### src/rtl/irq_pin_pkg.sv
package irq_pin_pkg;

    typedef enum logic [1:0] {
        PIN_IDLE  = 2'd0,
        PIN_PULSE = 2'd1,
        PIN_GAP   = 2'd2
    } pin_state_e;

    typedef struct packed {
        logic glob_en;
        logic pulse_mode;
        logic pos_pol;
    } irq_cfg_t;

endpackage

### src/rtl/irq_req_bank.sv
module irq_req_bank #(
    parameter int N_SRC = 8
) (
    input  logic             clk,
    input  logic             rst_n,
    input  logic [N_SRC-1:0] set_req,
    input  logic             clr_wr,
    input  logic [N_SRC-1:0] clr_mask,
    output logic [N_SRC-1:0] req_q
);
    logic [N_SRC-1:0] req_d;

    always_comb begin
        req_d = req_q;
        if (clr_wr) begin
            req_d = req_d & ~clr_mask;
        end
        req_d = req_d | set_req;
    end

    always_ff @(posedge clk or negedge rst_n) begin
        if (!rst_n) begin
            req_q <= '0;
        end else begin
            req_q <= req_d;
        end
    end
endmodule

### src/rtl/irq_en_bank.sv
module irq_en_bank #(
    parameter int               N_SRC     = 8,
    parameter logic [N_SRC-1:0] KEEP_MASK = '0
) (
    input  logic             clk,
    input  logic             rst_n,
    input  logic             bus_reset,
    input  logic             en_wr,
    input  logic [N_SRC-1:0] en_data,
    output logic [N_SRC-1:0] en_q
);
    logic [N_SRC-1:0] en_d;

    for (genvar i = 0; i < N_SRC; i++) begin : g_bit
        if (KEEP_MASK[i]) begin : g_keep
            always_comb begin
                en_d[i] = en_q[i];
                if (!bus_reset && en_wr) begin
                    en_d[i] = en_data[i];
                end
            end
        end else begin : g_clear
            always_comb begin
                en_d[i] = en_q[i];
                if (bus_reset) begin
                    en_d[i] = 1'b0;
                end else if (en_wr) begin
                    en_d[i] = en_data[i];
                end
            end
        end
    end

    always_ff @(posedge clk or negedge rst_n) begin
        if (!rst_n) begin
            en_q <= '0;
        end else begin
            en_q <= en_d;
        end
    end
endmodule

### src/rtl/irq_pulse_timer.sv
module irq_pulse_timer
    import irq_pin_pkg::*;
#(
    parameter int PULSE_TICKS = 20
) (
    input  logic clk,
    input  logic rst_n,
    input  logic run,
    input  logic trig,
    input  logic us_tick,
    output logic active
);
    localparam int CW = (PULSE_TICKS > 1) ? $clog2(PULSE_TICKS) : 1;
    localparam logic [CW-1:0] LAST = CW'(PULSE_TICKS - 1);

    typedef struct packed {
        pin_state_e    st;
        logic [CW-1:0] cnt;
        logic          armed;
    } tmr_t;

    tmr_t tmr_d, tmr_q;

    always_comb begin
        tmr_d = tmr_q;
        if (!run) begin
            tmr_d.st    = PIN_IDLE;
            tmr_d.cnt   = '0;
            tmr_d.armed = 1'b0;
        end else begin
            unique case (tmr_q.st)
                PIN_IDLE: begin
                    if (tmr_q.armed || trig) begin
                        tmr_d.st    = PIN_PULSE;
                        tmr_d.cnt   = '0;
                        tmr_d.armed = 1'b0;
                    end
                end
                PIN_PULSE: begin
                    tmr_d.armed = tmr_q.armed | trig;
                    if (us_tick) begin
                        if (tmr_q.cnt == LAST) begin
                            tmr_d.st = PIN_GAP;
                        end else begin
                            tmr_d.cnt = tmr_q.cnt + 1'b1;
                        end
                    end
                end
                PIN_GAP: begin
                    tmr_d.armed = tmr_q.armed | trig;
                    if (us_tick) begin
                        tmr_d.st = PIN_IDLE;
                    end
                end
                default: tmr_d.st = PIN_IDLE;
            endcase
        end
    end

    always_ff @(posedge clk or negedge rst_n) begin
        if (!rst_n) begin
            tmr_q <= '{st: PIN_IDLE, cnt: '0, armed: 1'b0};
        end else begin
            tmr_q <= tmr_d;
        end
    end

    assign active = (tmr_q.st == PIN_PULSE);
endmodule

### src/rtl/irq_pin_ctrl.sv
module irq_pin_ctrl
    import irq_pin_pkg::*;
#(
    parameter int               N_SRC       = 8,
    parameter int               PULSE_TICKS = 20,
    parameter logic [N_SRC-1:0] KEEP_MASK   = N_SRC'(8'hC0)
) (
    input  logic             clk,
    input  logic             rst_n,
    input  logic             bus_reset,
    input  logic [N_SRC-1:0] set_req,
    input  logic             clr_wr,
    input  logic [N_SRC-1:0] clr_mask,
    input  logic             en_wr,
    input  logic [N_SRC-1:0] en_data,
    input  logic             cfg_wr,
    input  logic             cfg_glob_en,
    input  logic             cfg_pulse_mode,
    input  logic             cfg_pos_pol,
    input  logic             us_tick,
    output logic [N_SRC-1:0] req_q,
    output logic [N_SRC-1:0] en_q,
    output logic             irq_pin
);
    typedef struct packed {
        irq_cfg_t cfg;
        logic     pend;
        logic     hit;
    } ctl_t;

    ctl_t ctl_d, ctl_q;
    logic pend_now;
    logic trig;
    logic active;
    logic run;

    irq_req_bank #(.N_SRC(N_SRC)) u_req (
        .clk      (clk),
        .rst_n    (rst_n),
        .set_req  (set_req),
        .clr_wr   (clr_wr),
        .clr_mask (clr_mask),
        .req_q    (req_q)
    );

    irq_en_bank #(.N_SRC(N_SRC), .KEEP_MASK(KEEP_MASK)) u_en (
        .clk       (clk),
        .rst_n     (rst_n),
        .bus_reset (bus_reset),
        .en_wr     (en_wr),
        .en_data   (en_data),
        .en_q      (en_q)
    );

    assign pend_now = |(req_q & en_q);

    always_comb begin
        ctl_d      = ctl_q;
        ctl_d.pend = pend_now;
        ctl_d.hit  = clr_wr && (|(clr_mask & req_q & en_q));
        if (cfg_wr) begin
            ctl_d.cfg.glob_en    = cfg_glob_en;
            ctl_d.cfg.pulse_mode = cfg_pulse_mode;
            ctl_d.cfg.pos_pol    = cfg_pos_pol;
        end
    end

    always_ff @(posedge clk or negedge rst_n) begin
        if (!rst_n) begin
            ctl_q <= '0;
        end else begin
            ctl_q <= ctl_d;
        end
    end

    assign run  = ctl_q.cfg.glob_en && ctl_q.cfg.pulse_mode;
    assign trig = (pend_now && !ctl_q.pend) || (ctl_q.hit && pend_now);

    irq_pulse_timer #(.PULSE_TICKS(PULSE_TICKS)) u_tmr (
        .clk     (clk),
        .rst_n   (rst_n),
        .run     (run),
        .trig    (trig),
        .us_tick (us_tick),
        .active  (active)
    );

    always_comb begin
        if (ctl_q.cfg.pulse_mode) begin
            irq_pin = (ctl_q.cfg.glob_en && active) ? ctl_q.cfg.pos_pol : ~ctl_q.cfg.pos_pol;
        end else begin
            irq_pin = !(ctl_q.cfg.glob_en && ctl_q.pend);
        end
    end
endmodule

### config.mk
export PLATFORM = sky130hd
export DESIGN_NAME = irq_pin_ctrl
export DESIGN_NICKNAME = d
export VERILOG_FILES = /design/src/rtl/irq_pin_pkg.sv /design/src/rtl/irq_req_bank.sv /design/src/rtl/irq_en_bank.sv /design/src/rtl/irq_pulse_timer.sv /design/src/rtl/irq_pin_ctrl.sv
export SDC_FILE = /design/constraint.sdc
export NUM_CORES = 1
export LEC_CHECK = 0
export ABC_AREA = 1
export BUFFER_PORTS_ARGS = -buffer_cell sky130_fd_sc_hd__buf_2
export CORE_ASPECT_RATIO = 0.7
export CORE_MARGIN = 2
export CORE_UTILIZATION = 45
export DETAILED_ROUTE_END_ITERATION = 8
export GPL_TIMING_DRIVEN = 0
export PLACE_DENSITY = 0.75
export SLEW_MARGIN = 20
export SYNTH_ARGS = -nofsm -noshare
export SYNTH_HDL_FRONTEND = slang
export SYNTH_SLANG_ARGS = --single-unit
### constraint.sdc
create_clock -name clk -period 1.5 [get_ports clk]
set_input_delay 0.15 -clock clk [delete_from_list [all_inputs] [get_ports clk]]
set_output_delay 0.15 -clock clk [all_outputs]
set_load 0.005 [all_outputs]
==> impl_metrics.tcl, run 1 <==
set metrics [dict create \
    core_mm2 0.00319 \
    regToRegSetupSlack_ns 0.04 \
    status "finished, final reports clean" \
    yosysSeqAreaShare_pct 47.4 \
    path_max_fanout 3 \
    peakVddDrop_uv 551 \
    post-route-period-util_pct 100 \
    path_clk_slew_ns 0.06 \
    drive_gt1_share_pct 33.5 \
    cpPeakStageDelay_ns 0.39 \
    grt_max_degree 30 \
    preCtsSetupSlack_ns -0.0464 \
    fin_nets 269 \
    power_density_mw_per_mm2 960 \
    cts_buffers 5 \
    die_w_um 73.7 \
    cap_violations 0 \
    min-delay-path-class "input port to flip-flop" \
    io_buffers 48 \
    crit_buf_inv 2 \
    start_util_pct 48.0 \
    clk_root_buffer_cell "clkbuf_8" \
    r2r-start "u_tmr.tmr_q[6]$_DFFE_PN0P_" \
    rsz0062_at_grt "yes" \
    place.gp.congestion 0.829 \
    clock_skew_ns 0.00726 \
    synthCells 168 \
    endpoint_kind "output pin" \
    critPathRequiredTime_ns 1.35 \
    holdWs_ns 0.0517 \
    finalSetupViolCount 0 \
    tightest_slew_ns 0.648 \
    die-area_mm2 0.00389 \
    r2r-end "u_tmr.tmr_q[5]$_DFFE_PN0P_" \
    hold_end "u_req.req_q[6]$_DFF_PN0_" \
    cellLeakagePower_nw 1.01 \
    syn_area_mm2 0.00153 \
    drt_iter0_drc 72 \
    critPathLaunchType "flip-flop" \
    slowest_stage "dfrtp_1" \
    fmax_mhz 667 \
    crit_chain "inv_2 -> ha_4 -> nand2_2 -> xor2_1 -> a21o_1 -> buf_2" \
    clock-sinks 29 \
    syn2layout_area_growth_pct 29.4 \
    hold_start "set_req[6]" \
    rows 17 \
    cts_buffer_depth 2 \
    min_period_ns 1.50 \
    finalMaxSlewViolations 0 \
    finalHoldViolCount 0 \
    grt_pass1_vias 1170 \
    gr-total-overflow 0 \
    criticalPathCategory "flip-flop to output pin" \
    drt-total-wl_um 3350 \
    grt_pass1_wl_um 5460 \
    h-tree-depth 2 \
    route.vias.total 1328 \
    fp.dieH_um 52.8 \
    wl_per_cell_um 12.5 \
    final_util_pct 62.1 \
    cp.arrival_ns 1.35 \
    whs_path_depth 2 \
    synth.avg_cell_area_um2 9.11 \
    via_per_inst 4.96 \
    syn-num-nets 207 \
    groute.usage.overall_pct 19.1 \
    setup_ws_ns 0.000173 \
    r2r_cells 8 \
    antenna_found_initial 0 \
    drcViolationCount 0 \
    antenna_cells 0 \
    cts_tree "done" \
    cpLargestDelayFamily "flip-flops" \
    clk_latency_ns 0.28 \
    dp_hpwl_um 2460 \
    slew_headroom_pct 56.8 \
    dr.pass1.iters 4 \
    ys.warnings.count 0 \
    synth.distinct_cells 26 \
    antenna_left 0 \
    io_pins 51 \
    ys_seq_elements 29 \
    fillers 277 \
]
==> where the power goes <==
part,internal [W],total [W],switching (W)
clock network,0.000363,0.000635,0.000272
logic,0.000170,0.000376,0.000206
registers,0.000837,0.000889,0.0000519
==> layer usage <==
layer | track usage (%) | wire length [µm] | vias up
li1 | - | - | 685
met1 | 28.7 | 1750 | 609
met2 | 26.3 | 1400 | 29
met3 | 4.23 | 158 | 5
met4 | 7.27 | 33 | 0
met5 | 0 | 0 | -
==> flip-flops by register name, indices dropped and copies added, names as in the netlist <==
signal and flops:
u_req.req_q 8, ctl_q 5, u_tmr.tmr_q 8, u_en.en_q 8
==> worst max path at each step <==
stage | slack (ns) | startpoint | depth (start not counted) | endpoint
finish | 0.0002 | u_tmr.tmr_q[7]$_DFFE_PN0P_ | 6 | irq_pin
global route | -0.08 | u_tmr.tmr_q[6]$_DFFE_PN0P_ | 8 | u_tmr.tmr_q[6]$_DFFE_PN0P_
CTS | -0.003 | u_tmr.tmr_q[7]$_DFFE_PN0P_ | 6 | irq_pin
detailed placement | -0.05 | u_tmr.tmr_q[7]$_DFFE_PN0P_ | 7 | u_tmr.tmr_q[5]$_DFFE_PN0P_
global placement | -0.0007 | u_tmr.tmr_q[7]$_DFFE_PN0P_ | 7 | u_tmr.tmr_q[2]$_DFFE_PN0P_
floorplan | 0.15 | u_tmr.tmr_q[7]$_DFFE_PN0P_ | 7 | u_tmr.tmr_q[3]$_DFFE_PN0P_
==> metrics by stage <==
step | cell area (µm²) | TNS [ns] | total power, W | cells
finish | 1980 | 0 | 0.00190 | 268
global route | 1980 | -0.413 | 0.00201 | 268
CTS | 1950 | -0.00326 | 0.00191 | 265
detailed placement | 1820 | -0.223 | 0.00125 | 254
global placement | 1820 | -0.000705 | 0.00124 | 254
floorplan | 1530 | 0 | 0.00110 | 168
==> timing repair <==
action,CTS,global route
gates resized for setup,4,2
gates cloned,0,0
hold endpoints to repair,29,0
pin swaps,0,3
endpoints found under the setup margin,6,8
setup buffers,3,3
hold buffers,1,0
==> cell families after synthesis <==
kind of cell,synth area share [%]
buffers and inverters,4.42
adders and majority gates,4.09
xor gates and xnor gates,2.29
DFF,47.4
AOI/OAI and AO/OA,8.67
muxes,3.68
and+or+nand+nor,29.4
==> cell usage in the layout, fill, tap and decap left out, drive strengths merged, types with 3 or more instances in the layout <==
cell type | Yosys | routed
nor2 | 13 | 13
xor2 | 3 | 3
nand4 | 8 | 8
a21o | 9 | 9
nand2 | 44 | 44
clkbuf | 1 | 8
mux2 | 5 | 5
o21ai | 7 | 7
buf | 1 | 55
inv | 15 | 15
nand3 | 21 | 21
dfrtp | 29 | 29
ha | 5 | 5
==> cell type report <==
type | count | area, µm² | area share (%)
plain buffers | 2 | 8.76 | 0.442
clock buffers | 7 | 86.3 | 4.36
inverters | 15 | 58.8 | 2.97
multi-input cells | 122 | 757 | 38.2
flip-flops and latches | 29 | 727 | 36.7
well taps | 38 | 47.5 | 2.40
repair buffers | 55 | 295 | 14.9
==> Yosys cell counts <==
library cell  count  share of area (%)
a21o_1            9                4.4
a21oi_1           1               0.33
buf_2             1               0.33
clkbuf_1          1               0.25
dfrtp_1          29                 47
ha_1              5                4.1
inv_1            13                3.2
inv_2             1               0.25
inv_4             1               0.41
mux2_1            5                3.7
nand2_1          41                 10
nand2_4           3                2.2
nand3_1          19                6.2
nand3_4           2                2.3
nand4_1           8                3.3
nor2_1           10                2.5
nor2_2            1               0.41
nor2_4            2                1.5
nor3_2            1               0.65
o2111ai_1         1               0.57
o21a_1            1               0.49
o21ai_1           7                2.3
o41ai_1           1               0.57
or2_2             1               0.41
xnor2_1           1               0.57
xor2_1            3                1.7
(Power assumes the default switching activity.)
==> run 2: changes to the inputs <==
Settings changed: CORE_ASPECT_RATIO 0.7 to not set.
==> impl_metrics.tcl, run 2 (synthesized netlist as in run 1, its figures left out) <==
set metrics [dict create \
    r2r-start "u_tmr.tmr_q[6]$_DFFE_PN0P_" \
    rows 21 \
    drcViolationCount 0 \
    path_clk_slew_ns 0.10 \
    syn2layout_area_growth_pct 37.4 \
    internal_power_w 0.00142 \
    final_util_pct 63.5 \
    status "finished with violations" \
    regToRegSetupSlack_ns 0.02 \
    cts_buffers 5 \
    layout_common_cells "buf_2, nand2_1, dfrtp_1, nand3_1, inv_1" \
    finalHoldViolCount 0 \
    post-route-period-util_pct 105 \
    min_period_ns 1.57 \
    dp_hpwl_um 2360 \
    fp.dieH_um 62.3 \
    rsz0062_at_grt "yes" \
    grt_pass1_wl_um 5620 \
    fin_nets 276 \
    endpoint_kind "output pin" \
    violations "setup timing" \
    min-delay-path-class "input port to flip-flop" \
    fmax_mhz 635 \
    cts_tree "done" \
    power_frac_clock_pct 34.4 \
    critPathRequiredTime_ns 1.35 \
    dr.pass1.iters 4 \
    route.vias.total 1400 \
    grt_max_degree 30 \
    grt_pass1_vias 1288 \
    cellLeakagePower_nw 1.04 \
    whs_path_depth 2 \
    h-tree-depth 2 \
    gr-total-overflow 0 \
    comb_power_share_pct 20.4 \
    preCtsSetupSlack_ns -0.0581 \
    antenna_found_initial 0 \
    wl_per_cell_um 12.0 \
    core_mm2 0.00331 \
    groute.usage.overall_pct 18.1 \
    io_pins 51 \
    swShare_pct 27.7 \
    finalMaxSlewViolations 0 \
    peakVddDrop_uv 534 \
    antenna_cells 0 \
    clock_skew_ns 0.00285 \
    clock-sinks 29 \
    slew_headroom_pct 58.2 \
    criticalPathCategory "flip-flop to output pin" \
    via_per_inst 4.93 \
    seqCellArea_um2 727 \
    instances_no_fill 284 \
    hold_end "u_en.en_q[7]$_DFFE_PN0P_" \
    die_w_um 62.3 \
    clk_latency_ns 0.32 \
    antenna_left 0 \
    multi_input_area_um2 793 \
    finalSetupViolCount 1 \
    io_buffers 48 \
    die-area_mm2 0.00388 \
    tightest_slew_ns 0.628 \
    final_common_cell "buf_2" \
    r2r_cells 8 \
    cap_violations 0 \
    path_max_fanout 2 \
    drt_iter0_drc 44 \
    place.gp.congestion 0.799 \
    placedCellCount 262 \
    critPathLaunchType "flip-flop" \
    setup_ws_ns -0.0746 \
    r2r-end "u_tmr.tmr_q[1]$_DFFE_PN0P_" \
    cp.arrival_ns 1.42 \
    drive_gt1_share_pct 36.1 \
    setup.worst_path.start "u_tmr.tmr_q[7]$_DFFE_PN0P_" \
    seq_power_share_pct 45.2 \
    clk_root_buffer_cell "clkbuf_4" \
    start_util_pct 46.2 \
    top_regs "u_en.en_q (8), u_req.req_q (8), u_tmr.tmr_q (8)" \
    hold_start "en_data[7]" \
    drt-total-wl_um 3410 \
    power_switching_w 0.000545 \
    cts_buffer_depth 2 \
    power_density_mw_per_mm2 935 \
    fillers 296 \
]
==> run 2: changes by cell type in the layout (fill, tap and decap cells not counted), moves of 2 or more <==
cell | previous run | this run
dlygate4sd3_1 | 1 | 9
nand3_2 | 0 | 2
clkbuf_8 | 6 | 1
nand2_2 | 1 | 5
nand3_1 | 19 | 17
nand2_1 | 40 | 36
clkbuf_4 | 0 | 5
==> run 2: critical path, cell delays in order, from the launching register on <==
cell and delay [ns]:
dfrtp_1 0.42, inv_2 0.09, ha_4 0.14, nand2_2 0.05
xor2_1 0.14, a21o_1 0.15, buf_2 0.12
==> run 2: per-stage QoR <==
step	hold slack [ns]	total power [W]	TNS (ns)	cell area [µm²]
2_1_floorplan	-0.146	0.00110	0	1530
3_3_place_gp	0.211	0.00123	-0.103	1830
3_5_place_dp	0.208	0.00124	-0.277	1830
4_1_cts	0.0193	0.00196	-0.0707	2040
5_1_grt	0.0138	0.00208	-0.395	2100
6_report	0.0345	0.00197	-0.0746	2100
==> run 2: area by class of cell <==
cell class                 instances  area share, %
tap                               46           2.74
buffer                             2          0.417
clock inverter                     2           1.79
timing repair buffer              62           17.5
multi-input combinational        122           37.7
clock buffer                       6           2.44
sequential                        29           34.6
inverter                          15           2.80
==> run 2: what timing repair did <==
action,in CTS,in global routing
setup buffers,3,2
pin swaps,0,5
setup endpoints to repair,6,8
hold buffers,9,0
resized for setup,4,11
hold endpoints to repair,37,0
==> run 2: worst max path at each step <==
stage / to / slack (ns) / cells past startpoint
CTS: irq_pin / -0.07 / 6
global placement: u_tmr.tmr_q[2]$_DFFE_PN0P_ / -0.02 / 7
detailed placement: u_tmr.tmr_q[2]$_DFFE_PN0P_ / -0.06 / 7
floorplan: u_tmr.tmr_q[3]$_DFFE_PN0P_ / 0.15 / 7
global route: irq_pin / -0.15 / 6
finish: irq_pin / -0.07 / 6
==> run 2: routing by layer <==
layer  global-route usage [%]  routed length [µm]  share of wire (%)  vias up
met3                     5.25                 209                6.1        4
met4                     6.39                  29               0.85        0
met2                     30.2                1750                 51       41
li1                         -                   -                  -      700
met5                        0                   0                  0        -
met1                     22.5                1430                 42      655
==> run 2: power by group through the flow <==
stage	logic, W	clock network [W]	registers, W
finish	0.000401	0.000676	0.000888
global route	0.000449	0.000737	0.000896
CTS	0.000373	0.000704	0.000887
detailed placement	0.000342	0	0.000900
global placement	0.000336	0	0.000899
floorplan	0.000205	0	0.000895
==> run 3: changes to the inputs <==
Settings changed: ABC_AREA 1 to not set, CORE_UTILIZATION 45 to 44, PLACE_DENSITY 0.75 to 0.74.
==> impl_metrics.tcl, run 3 <==
set metrics [dict create \
    core_mm2 0.00328 \
    finalMaxSlewViolations 0 \
    die_w_um 62.2 \
    clock-sinks 29 \
    syn-num-nets 190 \
    grt_pass1_vias 1331 \
    antenna_cells 0 \
    io_pins 51 \
    dr.pass1.iters 4 \
    antenna_found_initial 0 \
    path_clk_slew_ns 0.09 \
    fin_nets 269 \
    grt_max_degree 30 \
    power_density_mw_per_mm2 860 \
    placed_cell_area_mm2 0.00180 \
    path_max_fanout 4 \
    gr-total-overflow 0 \
    ys.warnings.count 0 \
    setup_ws_ns -0.183 \
    syn2layout_area_growth_pct 45.6 \
    start_util_pct 45.4 \
    finalSetupTns_ns -0.914 \
    yosysSeqAreaShare_pct 48.7 \
    ys_seq_elements 29 \
    synth.avg_cell_area_um2 9.88 \
    critPathLaunchType "flip-flop" \
    synth_largest_area_cell "dfrtp_1" \
    clock_skew_ns 0.00849 \
    cellLeakagePower_nw 1.07 \
    final_util_pct 66.1 \
    synth_edf_count 0 \
    critPathRequiredTime_ns 1.77 \
    rows 21 \
    synth_async_sr_flop_share_pct 100 \
    grt_pass1_wl_um 5920 \
    synthCells 151 \
    criticalPathCategory "flip-flop to flip-flop" \
    cts_buffers 5 \
    drt-total-wl_um 3680 \
    drive_gt1_share_pct 45.7 \
    fmax_mhz 594 \
    wl_per_cell_um 13.3 \
    post-route-period-util_pct 112 \
    finalHoldViolCount 0 \
    drt_iter0_drc 42 \
    groute.usage.overall_pct 19.3 \
    cp.arrival_ns 1.96 \
    cts_buffer_depth 2 \
    design_area_mm2 0.00217 \
    antenna_left 0 \
    status "finished with violations" \
    layout_common_cells "buf_2, dfrtp_1, nand2_1, nand3_1, buf_4" \
    synth_most_common_cell "dfrtp_1" \
    synth_ff_type "dfrtp_1" \
    instances_no_fill 276 \
    via_per_inst 5.13 \
    min-delay-path-class "input port to flip-flop" \
    dp_hpwl_um 2320 \
    cts_tree "done" \
    yosysTopAreaCellShare_pct 48.7 \
    placedCellCount 245 \
    synthTopCellsByCount "dfrtp_1, nand2_1, nand3_1" \
    io_buffers 48 \
    top_regs "u_en.en_q (8), u_req.req_q (8), u_tmr.tmr_q (8)" \
    min_period_ns 1.68 \
    finalSetupViolCount 7 \
    synth.area.top_cells "dfrtp_1, a21o_1, nand3_1, nand2_1, ha_1" \
    endpoint_kind "flip-flop" \
    peakVddDrop_uv 567 \
    violations "setup timing" \
    place.gp.congestion 0.787 \
    clk_latency_ns 0.33 \
    die-area_mm2 0.00387 \
    clk_root_buffer_cell "clkbuf_4" \
    rsz0062_at_grt "yes" \
    drcViolationCount 0 \
    slew_headroom_pct 57.3 \
    fp.dieH_um 62.2 \
    h-tree-depth 2 \
    cap_violations 0 \
    syn_area_mm2 0.00149 \
    tightest_slew_ns 0.640 \
    final_common_cell "buf_2" \
    synth.distinct_cells 34 \
    route.vias.total 1416 \
]
==> run 3: critical path, stage by stage, from the launching register on <==
cell and delay (ns):
dfrtp_2 0.43, inv_2 0.07, ha_4 0.16, nand4b_1 0.17, o21ai_2 0.09, or4_4 0.48
a21oi_2 0.14, a21o_1 0.08
==> run 3: cells by family (layout without fill, tap and decap cells) <==
family | Yosys count | count (layout) | share of synthesized area [%]
buffers and inverters | 8 | 87 | 2.52
adders and majority gates | 5 | 5 | 4.19
DFF | 29 | 29 | 48.7
and+or+nand+nor | 64 | 64 | 21.6
muxes | 11 | 11 | 7.80
AOI/OAI and AO/OA | 34 | 34 | 15.3
==> run 3: final timing paths <==
kind,depth (start not counted),startpoint,endpoint,slack [ns]
worst max-delay path,7,u_tmr.tmr_q[6]$_DFFE_PN0P_,u_tmr.tmr_q[4]$_DFFE_PN0P_,-0.18
worst min-delay path,2,cfg_glob_en,ctl_q[4]$_DFFE_PN0P_,0.05
worst max register to register,7,u_tmr.tmr_q[6]$_DFFE_PN0P_,u_tmr.tmr_q[4]$_DFFE_PN0P_,-0.18
worst min register to register,1,u_req.req_q[2]$_DFF_PN0_,u_req.req_q[2]$_DFF_PN0_,0.55
max in group asynchronous,2,rst_n,u_tmr.tmr_q[6]$_DFFE_PN0P_,0.69
min in group asynchronous,2,rst_n,u_tmr.tmr_q[6]$_DFFE_PN0P_,0.37
==> run 3: what timing repair did <==
action	4_1_cts	5_1_grt
gates resized for setup	10	22
endpoints found under the hold margin	36	1
setup endpoints to repair	7	9
pin swaps	7	11
setup buffers	5	10
hold buffers	8	1
cloned	0	0
==> run 3: power breakdown <==
part           switching, W  internal [W]
sequential        0.0000592      0.000836
clock              0.000265      0.000221
combinational      0.000233      0.000253
total              0.000558       0.00131
==> run 3: area by class of cell <==
| cell class | instances | area [µm²] |
|---|---|---|
| clock buffers | 7 | 55.1 |
| well taps | 46 | 57.6 |
| fillers | 263 | 1110 |
| plain buffers | 3 | 18.8 |
| multi-input cells | 114 | 841 |
| flip-flops and latches | 29 | 727 |
| repair buffers | 72 | 454 |
| inverters | 5 | 18.8 |
==> run 3: per-layer routing <==
metal | GRT usage, % | vias up | wire length [µm]
met5 | 0 | - | 0
met2 | 32.6 | 43 | 1810
met3 | 5.98 | 8 | 204
li1 | - | 699 | -
met4 | 5.83 | 0 | 64
met1 | 23.9 | 666 | 1600
==> run 3: stage by stage <==
stage	setup slack [ns]	total power, W	hold WS, ns
after global placement	-0.236	0.00125	0.212
final	-0.183	0.00187	0.0470
after CTS	-0.160	0.00180	0.00711
after global routing	-0.266	0.00199	0.0399
after floorplan	-0.0574	0.00110	-0.146
after detailed placement	-0.225	0.00125	0.210
